--- config.mk ---
export PLATFORM = sky130hd
export DESIGN_NAME = disk_ctl_regs
export DESIGN_NICKNAME = d
export VERILOG_FILES = /design/src/rtl/disk_ctl_regs.sv
export SDC_FILE = /design/constraint.sdc
export NUM_CORES = 1
export LEC_CHECK = 0
export ABC_AREA = 1
export BUFFER_PORTS_ARGS = -buffer_cell sky130_fd_sc_hd__buf_2
export CAP_MARGIN = 20
export CORE_MARGIN = 4
export CORE_UTILIZATION = 42
export DETAILED_ROUTE_END_ITERATION = 8
export PLACE_DENSITY = 0.69
export SYNTH_ARGS = -nofsm -noshare
export SYNTH_HDL_FRONTEND = slang
export SYNTH_SLANG_ARGS = --single-unit
--- constraint.sdc ---
create_clock -name clk -period 1.3 [get_ports clk]
set_input_delay 0.065 -clock clk [delete_from_list [all_inputs] [get_ports clk]]
set_output_delay 0.065 -clock clk [all_outputs]
set_load 0.005 [all_outputs]
--- src/rtl/disk_ctl_regs.sv ---
module disk_ctl_regs #(
  parameter int CLK_KHZ      = 50000,
  parameter int RESET_MIN_US = 5000
) (
  input  logic       clk,
  input  logic       rst_n,
  input  logic       host_wr,
  input  logic       ctl_sel,
  input  logic       cmd_sel,
  input  logic [7:0] host_wdata,
  input  logic       dev_bit,
  input  logic       dev_strap,
  input  logic       dev_active,
  input  logic [3:0] head_num,
  input  logic       media_wr,
  input  logic       dev_irq,
  output logic [7:0] ctl_rd,
  output logic       soft_rst,
  output logic       irq_out,
  output logic [7:0] dar_rd,
  output logic [7:0] dar_oe
);

  localparam int MIN_CYC = ((CLK_KHZ * RESET_MIN_US) / 1000 < 1) ? 1 : (CLK_KHZ * RESET_MIN_US) / 1000;
  localparam int CW      = $clog2(MIN_CYC + 1);

  logic          hob, srst, nien;
  logic [CW-1:0] hold_cnt;
  logic          ctl_wr, cmd_wr, selected;
  logic          unused_wdata;

  assign ctl_wr       = host_wr & ctl_sel;
  assign cmd_wr       = host_wr & cmd_sel & ~ctl_sel;
  assign selected     = (dev_bit == dev_strap);
  assign unused_wdata = ^{host_wdata[6:3], host_wdata[0]};

  always_ff @(posedge clk or negedge rst_n) begin
    if (!rst_n) begin
      hob  <= 1'b0;
      srst <= 1'b0;
      nien <= 1'b0;
    end else if (ctl_wr) begin
      hob  <= host_wdata[7];
      srst <= host_wdata[2];
      nien <= host_wdata[1];
    end else if (cmd_wr) begin
      hob  <= 1'b0;
    end
  end

  always_ff @(posedge clk or negedge rst_n) begin
    if (!rst_n)
      hold_cnt <= '0;
    else if (!srst)
      hold_cnt <= '0;
    else if (hold_cnt != CW'(MIN_CYC))
      hold_cnt <= hold_cnt + CW'(1);
  end

  always_ff @(posedge clk or negedge rst_n) begin
    if (!rst_n) irq_out <= 1'b0;
    else        irq_out <= dev_irq & ~nien & selected;
  end

  assign soft_rst = srst & (hold_cnt == CW'(MIN_CYC));
  assign ctl_rd   = {hob, 3'b000, 1'b1, srst, nien, 1'b0};

  assign dar_rd = {1'b0, ~media_wr, ~head_num, ~(dev_bit & dev_active), ~(~dev_bit & dev_active)};
  assign dar_oe = 8'h7F;

  AST_CTL_LATCH: assert property (@(posedge clk) disable iff (!rst_n)
    ctl_wr |=> (ctl_rd[7] == $past(host_wdata[7]) && ctl_rd[2] == $past(host_wdata[2]) && ctl_rd[1] == $past(host_wdata[1])));
  AST_HOB_CLEAR: assert property (@(posedge clk) disable iff (!rst_n)
    (host_wr && cmd_sel && !ctl_sel) |=> !ctl_rd[7]);
  AST_SRST_QUAL: assert property (@(posedge clk) disable iff (!rst_n)
    $rose(soft_rst) |-> $past(srst));
  AST_SRST_DROP: assert property (@(posedge clk) disable iff (!rst_n)
    !srst |-> !soft_rst);
  AST_IRQ_MASK: assert property (@(posedge clk) disable iff (!rst_n)
    (nien || !selected) |=> !irq_out);

endmodule

==> results by group, run 1 <==
STA
  • Setup Skew: 0.0135 ns
  • Rel. slew slack: 66.1%
  • FMAX: 670 MHz
  • Final clock period utilization by the worst path: 115%
  • Fin. Hold Viols: 0
  • Final setup fails: 11
  • RSZ-0062 raised after global routing: yes
  • Slew @ Worst Pin: 0.509 ns
  • Setup TNS: -0.572 ns
  • Minimum clock period: 1.49 ns
  • Max Slew Vio Count: 0
  • Fin worst setup slack: -0.193 ns
  • Worst hold slack: 0.0118 ns

Outcome
  • Violated checks: setup timing
  • Status: finished, violations left

Power and ir drop
  • P_leak: 1.06 nW
  • Peak VDD IR: 0.000618 V
  • PD cells: 929 nW/µm²

Synthesis
  • Sequential-to-total area share from yosys stat: 36.9%
  • Flops & latches, synth: 22
  • Post-synth cell types: 25
  • Mapped Area: 1490 µm²
  • Synth warnings: 0
  • Syn_area_per_cell: 7.00 µm²
  • Cells after Synth: 213

Drt
  • DRT Wirelength: 3.87 mm
  • Drt drc: 0
  • Pre-antenna DRT Iters: 4
  • Antenna-violating nets left: 0
  • WL/cell: 12.0 µm
  • Vias per cell: 4.75
  • DR iter-0 viols: 68
  • Via count: 1,534

Clocking
  • Number of H-tree levels: 1
  • Clock tree buffer depth: 2
  • Clock transition at path regs: 0.13 ns
  • Clock Latency Late Sink: 0.33 ns
  • CTS tree: yes
  • # clock sinks: 22
  • CTS buffer count: 3
  • Root Driver: clkbuf_4

Die
  • DIE HEIGHT: 67.6 µm
  • Initial Util: 44.0%
  • Site row count: 21
  • Die width: 67.6 µm
  • Core footprint: 3390 µm²
  • I/O pin count: 48
  • DIE AREA: 4570 µm²

Placement
  • Routability cong.: 0.869
  • Hpwl dp: 2.37 mm
  • Buffers on Ports: 28
  • Placed cells: 287
  • Placed Area: 1650 µm²

Worst setup path
  • CP delay by family, top: simple AND/OR/NAND/NOR gates
  • Worst EP arrival: 1.43 ns
  • Startpoint types: flop
  • Critical Path Slowest Stage Cell: dfrtp_1
  • CP Data Required Time: 1.24 ns
  • CP Capture Type: output port
  • Critical Path Max Stage Delay: 0.48 ns
  • CP max FO: 6
  • Most frequent CP cell: nor2_1
  • Buf+Inv Stages, Crit Path: 1
  • Crit-path cells: nand2_1, nor2_1, nand4_1, nor2_1, buf_2
  • Worst Setup Path Type: flop to output port

Flow run
  • Max cap viols: 0

Global routing
  • Congestion Overflow GR: 0
  • Initial antenna violation count: 0
  • Global-route wire length before repair: 5.84 mm
  • Largest net degree at the start of global routing: 23
  • Aggregate global-route resource usage: 16.5%
  • Vias in the first global route: 1,381

Layout
  • Post-route cell area: 2120 µm²
  • Non-filler cells, final: 323
  • Inserted Diodes: 0
  • Fin nets: 302
  • Share of cells above drive strength 1: 41.9%
  • Layout Utilization: 62.5%
  • Syn-to-layout area delta: 42.2%

Hold path
  • Min-Delay Path Class: input pin to flop
[cell usage after synthesis]
library cell / instances / share of area [%]
a211oi_1: 1 / 0.50
buf_2: 1 / 0.34
a32o_1: 1 / 0.67
o21ai_0: 9 / 3.0
nand3_2: 2 / 1.3
conb_1: 2 / 0.50
nor3_1: 2 / 0.67
xor2_1: 1 / 0.59
nor2_2: 5 / 2.1
dfrtp_1: 22 / 37
mux2_2: 1 / 0.76
inv_1: 30 / 7.6
nand4_1: 8 / 3.4
a21oi_1: 8 / 2.7
inv_2: 2 / 0.50
nand2_2: 4 / 1.7
nor3b_1: 1 / 0.50
ha_1: 2 / 1.7
nand2_1: 43 / 11
buf_4: 17 / 8.6
nor2_4: 2 / 1.5
and2_1: 1 / 0.42
and2_4: 1 / 0.59
nor2_1: 37 / 9.3
nand3_1: 10 / 3.4
[placed cells by master (no fill, tap or decap)]
cell	count
o21ai_1	2
clkbuf_4	3
o21ai_0	4
a32o_1	1
a21oi_2	1
bufinv_16	1
nor2_1	29
nor2_2	8
inv_2	8
and2_4	1
conb_1	14
and2_1	1
nor2_4	7
dlygate4sd3_1	6
nand3_4	1
dfrtp_2	2
a21oi_1	7
nor3b_1	1
ha_4	2
a211oi_1	1
dfrtp_1	20
nand2_1	36
nand2_4	3
buf_4	29
nand2_2	8
nor3_2	2
inv_1	23
o21ai_2	3
mux2_2	1
xor2_1	1
nand4_1	8
nand3_1	7
buf_2	28
buf_6	3
nand3_2	4
inv_4	1
[sequential cells by signal (all words and copies together) (netlist names)]
register / cells
srst: 1
hob: 1
hold_cnt: 18
nien: 1
irq_out: 1
[power breakdown]
| group | internal (W) | switching [W] |
|---|---|---|
| sequential | 0.000735 | 0.0000443 |
| combinational | 0.000313 | 0.000316 |
| clock | 0.000312 | 0.000249 |
| total | 0.00136 | 0.000609 |
[layer usage]
layer	routed length [µm]	GRT usage, %	vias to the layer above	part of all wire, %
met5	0	0	-	0
met3	210	2.83	16	5.4
li1	-	-	759	-
met4	123	5.57	0	3.2
met2	1920	28.4	52	50
met1	1620	20.8	707	42
[stage by stage]
| step | total power (W) | setup WS (ns) |
|---|---|---|
| global route | 0.00207 | -0.264 |
| CTS | 0.00183 | -0.151 |
| finish | 0.00197 | -0.193 |
| global placement | 0.00114 | 0.0185 |
| detailed placement | 0.00116 | -0.0235 |
| floorplan | 0.00105 | 0.0711 |
[worst reg2reg max path, cell delays in order, from the launching register on]
cell and delay (ns):
dfrtp_1 0.41, buf_6 0.13, buf_6 0.10, nand3_2 0.10
nor2_4 0.20, nand2_4 0.09, nor2_4 0.09, nand2_1 0.05
nand2_1 0.05, nor2_1 0.04
[final timing paths]
check                       startpoint      endpoint  slack (ns)  depth (start not counted)
min reg2reg                        hob           hob        0.51                          1
min in group asynchronous        rst_n   hold_cnt[6]        0.22                          2
min                            host_wr           hob        0.01                          2
max reg2reg                hold_cnt[1]  hold_cnt[13]       -0.06                          9
max in group asynchronous        rst_n  hold_cnt[10]        0.70                          2
max                        hold_cnt[7]      soft_rst       -0.19                          5
[kinds of logic (layout without fill, tap and decap cells)]
kind of cell,Yosys count,after routing,share of synthesized area (%)
and+or+nand+nor,116,116,35.7
AOI/OAI and AO/OA,19,19,6.89
buffers and inverters,50,102,17.0
other,2,14,0.504
muxes,1,1,0.756
xor gates and xnor gates,1,1,0.588
adders and majority gates,2,2,1.68
DFF,22,22,36.9
[final cells by class]
| class | instances | area [µm²] |
|---|---|---|
| Clock buffer | 3 | 22.5 |
| Clock inverter | 1 | 30.0 |
| Fill cell | 286 | 1270 |
| Inverter | 32 | 123 |
| Multi-Input combinational cell | 153 | 882 |
| Sequential cell | 22 | 553 |
| Tap cell | 46 | 57.6 |
| Timing Repair Buffer | 66 | 452 |
[timing repair]
item	in CTS	in global routing
gates resized for setup	18	37
setup endpoints to repair	7	18
hold buffers	6	0
endpoints found under the hold margin	26	0
pin swaps	5	23
buffers inserted	13	13
Note: power is estimated with default switching activity, not from simulation.
==> run 2, diff against run 1 <==
CORE_MARGIN = 2   (was 4)
REMOVE_ABC_BUFFERS = 1   (was unset)
==> results by group, run 2 (same netlist as run 1, synthesis figures left out) <==
STA
  • Setup TNS: -0.329 ns (+0.243 ns)
  • Minimum clock period: 1.46 ns (-0.0333 ns)
  • RSZ-0062 raised after global routing: yes
  • Worst hold slack: 0.00102 ns (-0.0108 ns)
  • Final setup fails: 8 (-3)
  • Setup Skew: 0.00827 ns (-0.00527 ns)
  • Max Slew Vio Count: 0 (unchanged)
  • Final clock period utilization by the worst path: 112% (-2.6 points)
  • FMAX: 685 MHz (+2.3%)
  • Fin worst setup slack: -0.160 ns (+0.0333 ns)
  • Fin. Hold Viols: 0 (unchanged)

Drt
  • Drt drc: 0 (unchanged)
  • DRT Wirelength: 3.46 mm (-11%)
  • DR iter-0 viols: 66 (-2.9%)
  • WL/cell: 11.0 µm (-7.9%)
  • Vias per cell: 4.73 (-0.42%)
  • Via count: 1,485 (-3.2%)
  • Antenna-violating nets left: 0 (unchanged)
  • Pre-antenna DRT Iters: 4 (unchanged)

Layout
  • Reg area: 557 µm² (+0.68%)
  • Multi-input gate area: 822 µm² (-6.8%)
  • Fill cell count: 314 (+9.8%)
  • Largest Register: hold_cnt
  • Commonest non-fill, non-tap cell in the layout: nand2_1
  • Non-filler cells, final: 314 (-2.8%)
  • Fin nets: 293 (-3.0%)
  • Syn-to-layout area delta: 33.3%
  • Layout Utilization: 59.1% (-3.5 points)
  • Max FFs per register: 18 (unchanged)
  • Most frequent cells in the layout: 39 x nand2_1, 32 x nor2_1, 28 x buf_2, 24 x inv_1, 22 x buf_4
  • Inserted Diodes: 0 (unchanged)
  • Share of cells above drive strength 1: 36.2% (-5.7 points)

Global routing
  • Congestion Overflow GR: 0 (unchanged)
  • Largest net degree at the start of global routing: 23 (unchanged)
  • Vias in the first global route: 1,307 (-5.4%)
  • Aggregate global-route resource usage: 16.7% (+0.16 points)
  • Global-route wire length before repair: 5.51 mm (-5.8%)
  • Initial antenna violation count: 0 (unchanged)

Clocking
  • Root Driver: clkbuf_4
  • CTS tree: yes
  • Clock tree buffer depth: 2 (unchanged)
  • # clock sinks: 22 (unchanged)
  • Clock Latency Late Sink: 0.32 ns (about the same)
  • Clock transition at path regs: 0.13 ns (about the same)
  • Number of H-tree levels: 1 (unchanged)
  • CTS buffer count: 3 (unchanged)

Worst setup path
  • RR Endpoint: hold_cnt[8]
  • Critical Path Max Stage Delay: 0.46 ns (-0.02 ns)
  • Most frequent CP cell: nor2_1
  • CP Capture Type: output port
  • Worst R2R Start: hold_cnt[0]
  • Critical Path Slowest Stage Cell: dfrtp_1
  • CP delay by family, top: flip-flops
  • Flop-to-flop setup slack: -0.07 ns (about the same)
  • Crit-path cells: nor2_2, inv_1, nor2_1, nand4_1, nor2_1, buf_2
  • CP max FO: 5 (-1)
  • Worst EP arrival: 1.40 ns (-0.03 ns)
  • CP Data Required Time: 1.24 ns (about the same)
  • Worst Setup Path Type: flop to output port
  • Buf+Inv Stages, Crit Path: 2 (+1)
  • Startpoint types: flop
  • Worst reg2reg path depth: 7 (-2)

Die
  • DIE AREA: 4040 µm² (-11%)
  • I/O pin count: 48 (unchanged)
  • Core footprint: 3360 µm² (-0.78%)
  • Die width: 63.6 µm (-5.9%)
  • Site row count: 21 (unchanged)
  • Initial Util: 44.3% (+0.34 points)
  • DIE HEIGHT: 63.6 µm (-5.9%)

Power and ir drop
  • PD cells: 957 nW/µm² (+3.0%)
  • Peak VDD IR: 0.00104 V (+68%)
  • P_leak: 0.983 nW (-7.5%)

Hold path
  • Worst hold start: dev_irq
  • Worst Hold Depth: 3 (+1)
  • Min-Delay Path Class: input pin to flop
  • Hold path endpoint: irq_out

Placement
  • Routability cong.: 0.886 (+2.0%)
  • Buffers on Ports: 28 (unchanged)
  • Hpwl dp: 2.20 mm (-7.1%)
  • Placed cells: 284 (-1.0%)
  • Dpl ws: -0.0163 ns (+0.00723 ns)

Outcome
  • Status: finished, violations left
  • Violated checks: setup timing

Flow run
  • Max cap viols: 0 (unchanged)
## run 2: cell count changes in the layout (fill, tap and decap cells not counted), sizes merged
| cell | before | now |
|---|---|---|
| buf | 60 | 52 |
| dlygate4sd3 | 6 | 5 |
## run 2: repair_timing
item | 4_1_cts | 5_1_grt
hold buffers | 6 | 0
setup buffers | 11 | 10
resized for setup | 8 | 28
endpoints found under the hold margin | 26 | 0
pin swaps | 4 | 13
endpoints found under the setup margin | 5 | 17
## run 2: layout make-up
class	instances	area share [%]
Multi-Input combinational cell	153	41.4
Sequential cell	22	28.0
Timing Repair Buffer	57	19.0
Inverter	32	6.05
Tap cell	46	2.90
Clock inverter	1	1.51
Clock buffer	3	1.13
## run 2: power by group
group | internal, W | switching, W | total (W) | leakage (nW)
combinational | 0.000278 | 0.000287 | 0.000565 | 0.665
clock | 0.000312 | 0.000227 | 0.000539 | 0.0279
sequential | 0.000739 | 0.0000595 | 0.000798 | 0.289
## run 2: worst max path at each step
stage                      startpoint          end  depth (start not counted)  slack, ns
after global routing      hold_cnt[8]     soft_rst                          6      -0.28
after global placement    hold_cnt[0]  hold_cnt[8]                          6     -0.004
final                     hold_cnt[8]     soft_rst                          6      -0.16
after detailed placement  hold_cnt[0]  hold_cnt[8]                          6      -0.02
after floorplan           hold_cnt[0]  hold_cnt[8]                          6       0.07
after CTS                 hold_cnt[0]     soft_rst                          7      -0.16
## run 2: stage by stage
step	power [W]	cell area (µm²)
5_1_grt	0.00200	1990
2_1_floorplan	0.000998	1400
3_5_place_dp	0.00112	1620
4_1_cts	0.00176	1840
6_report	0.00190	1990
3_3_place_gp	0.00112	1620
## run 2: worst register-to-register path, delay by kind of cell (launching register included)
kind / cells / cell delay (ns)
flip-flops: 1 / 0.41
AND/OR/NAND/NOR: 2 / 0.18
AO/OA/AOI/OAI: 2 / 0.32
adder cells (fa/ha/maj): 1 / 0.15
buffers and inverters: 2 / 0.20
## run 2: routing by layer
layer,global-route usage [%],part of all wire (%),up-vias
li1,-,-,743
met1,22.1,46,678
met2,28.8,48,59
met3,1.61,4.9,5
met4,4.89,0.90,0
met5,0,0,-
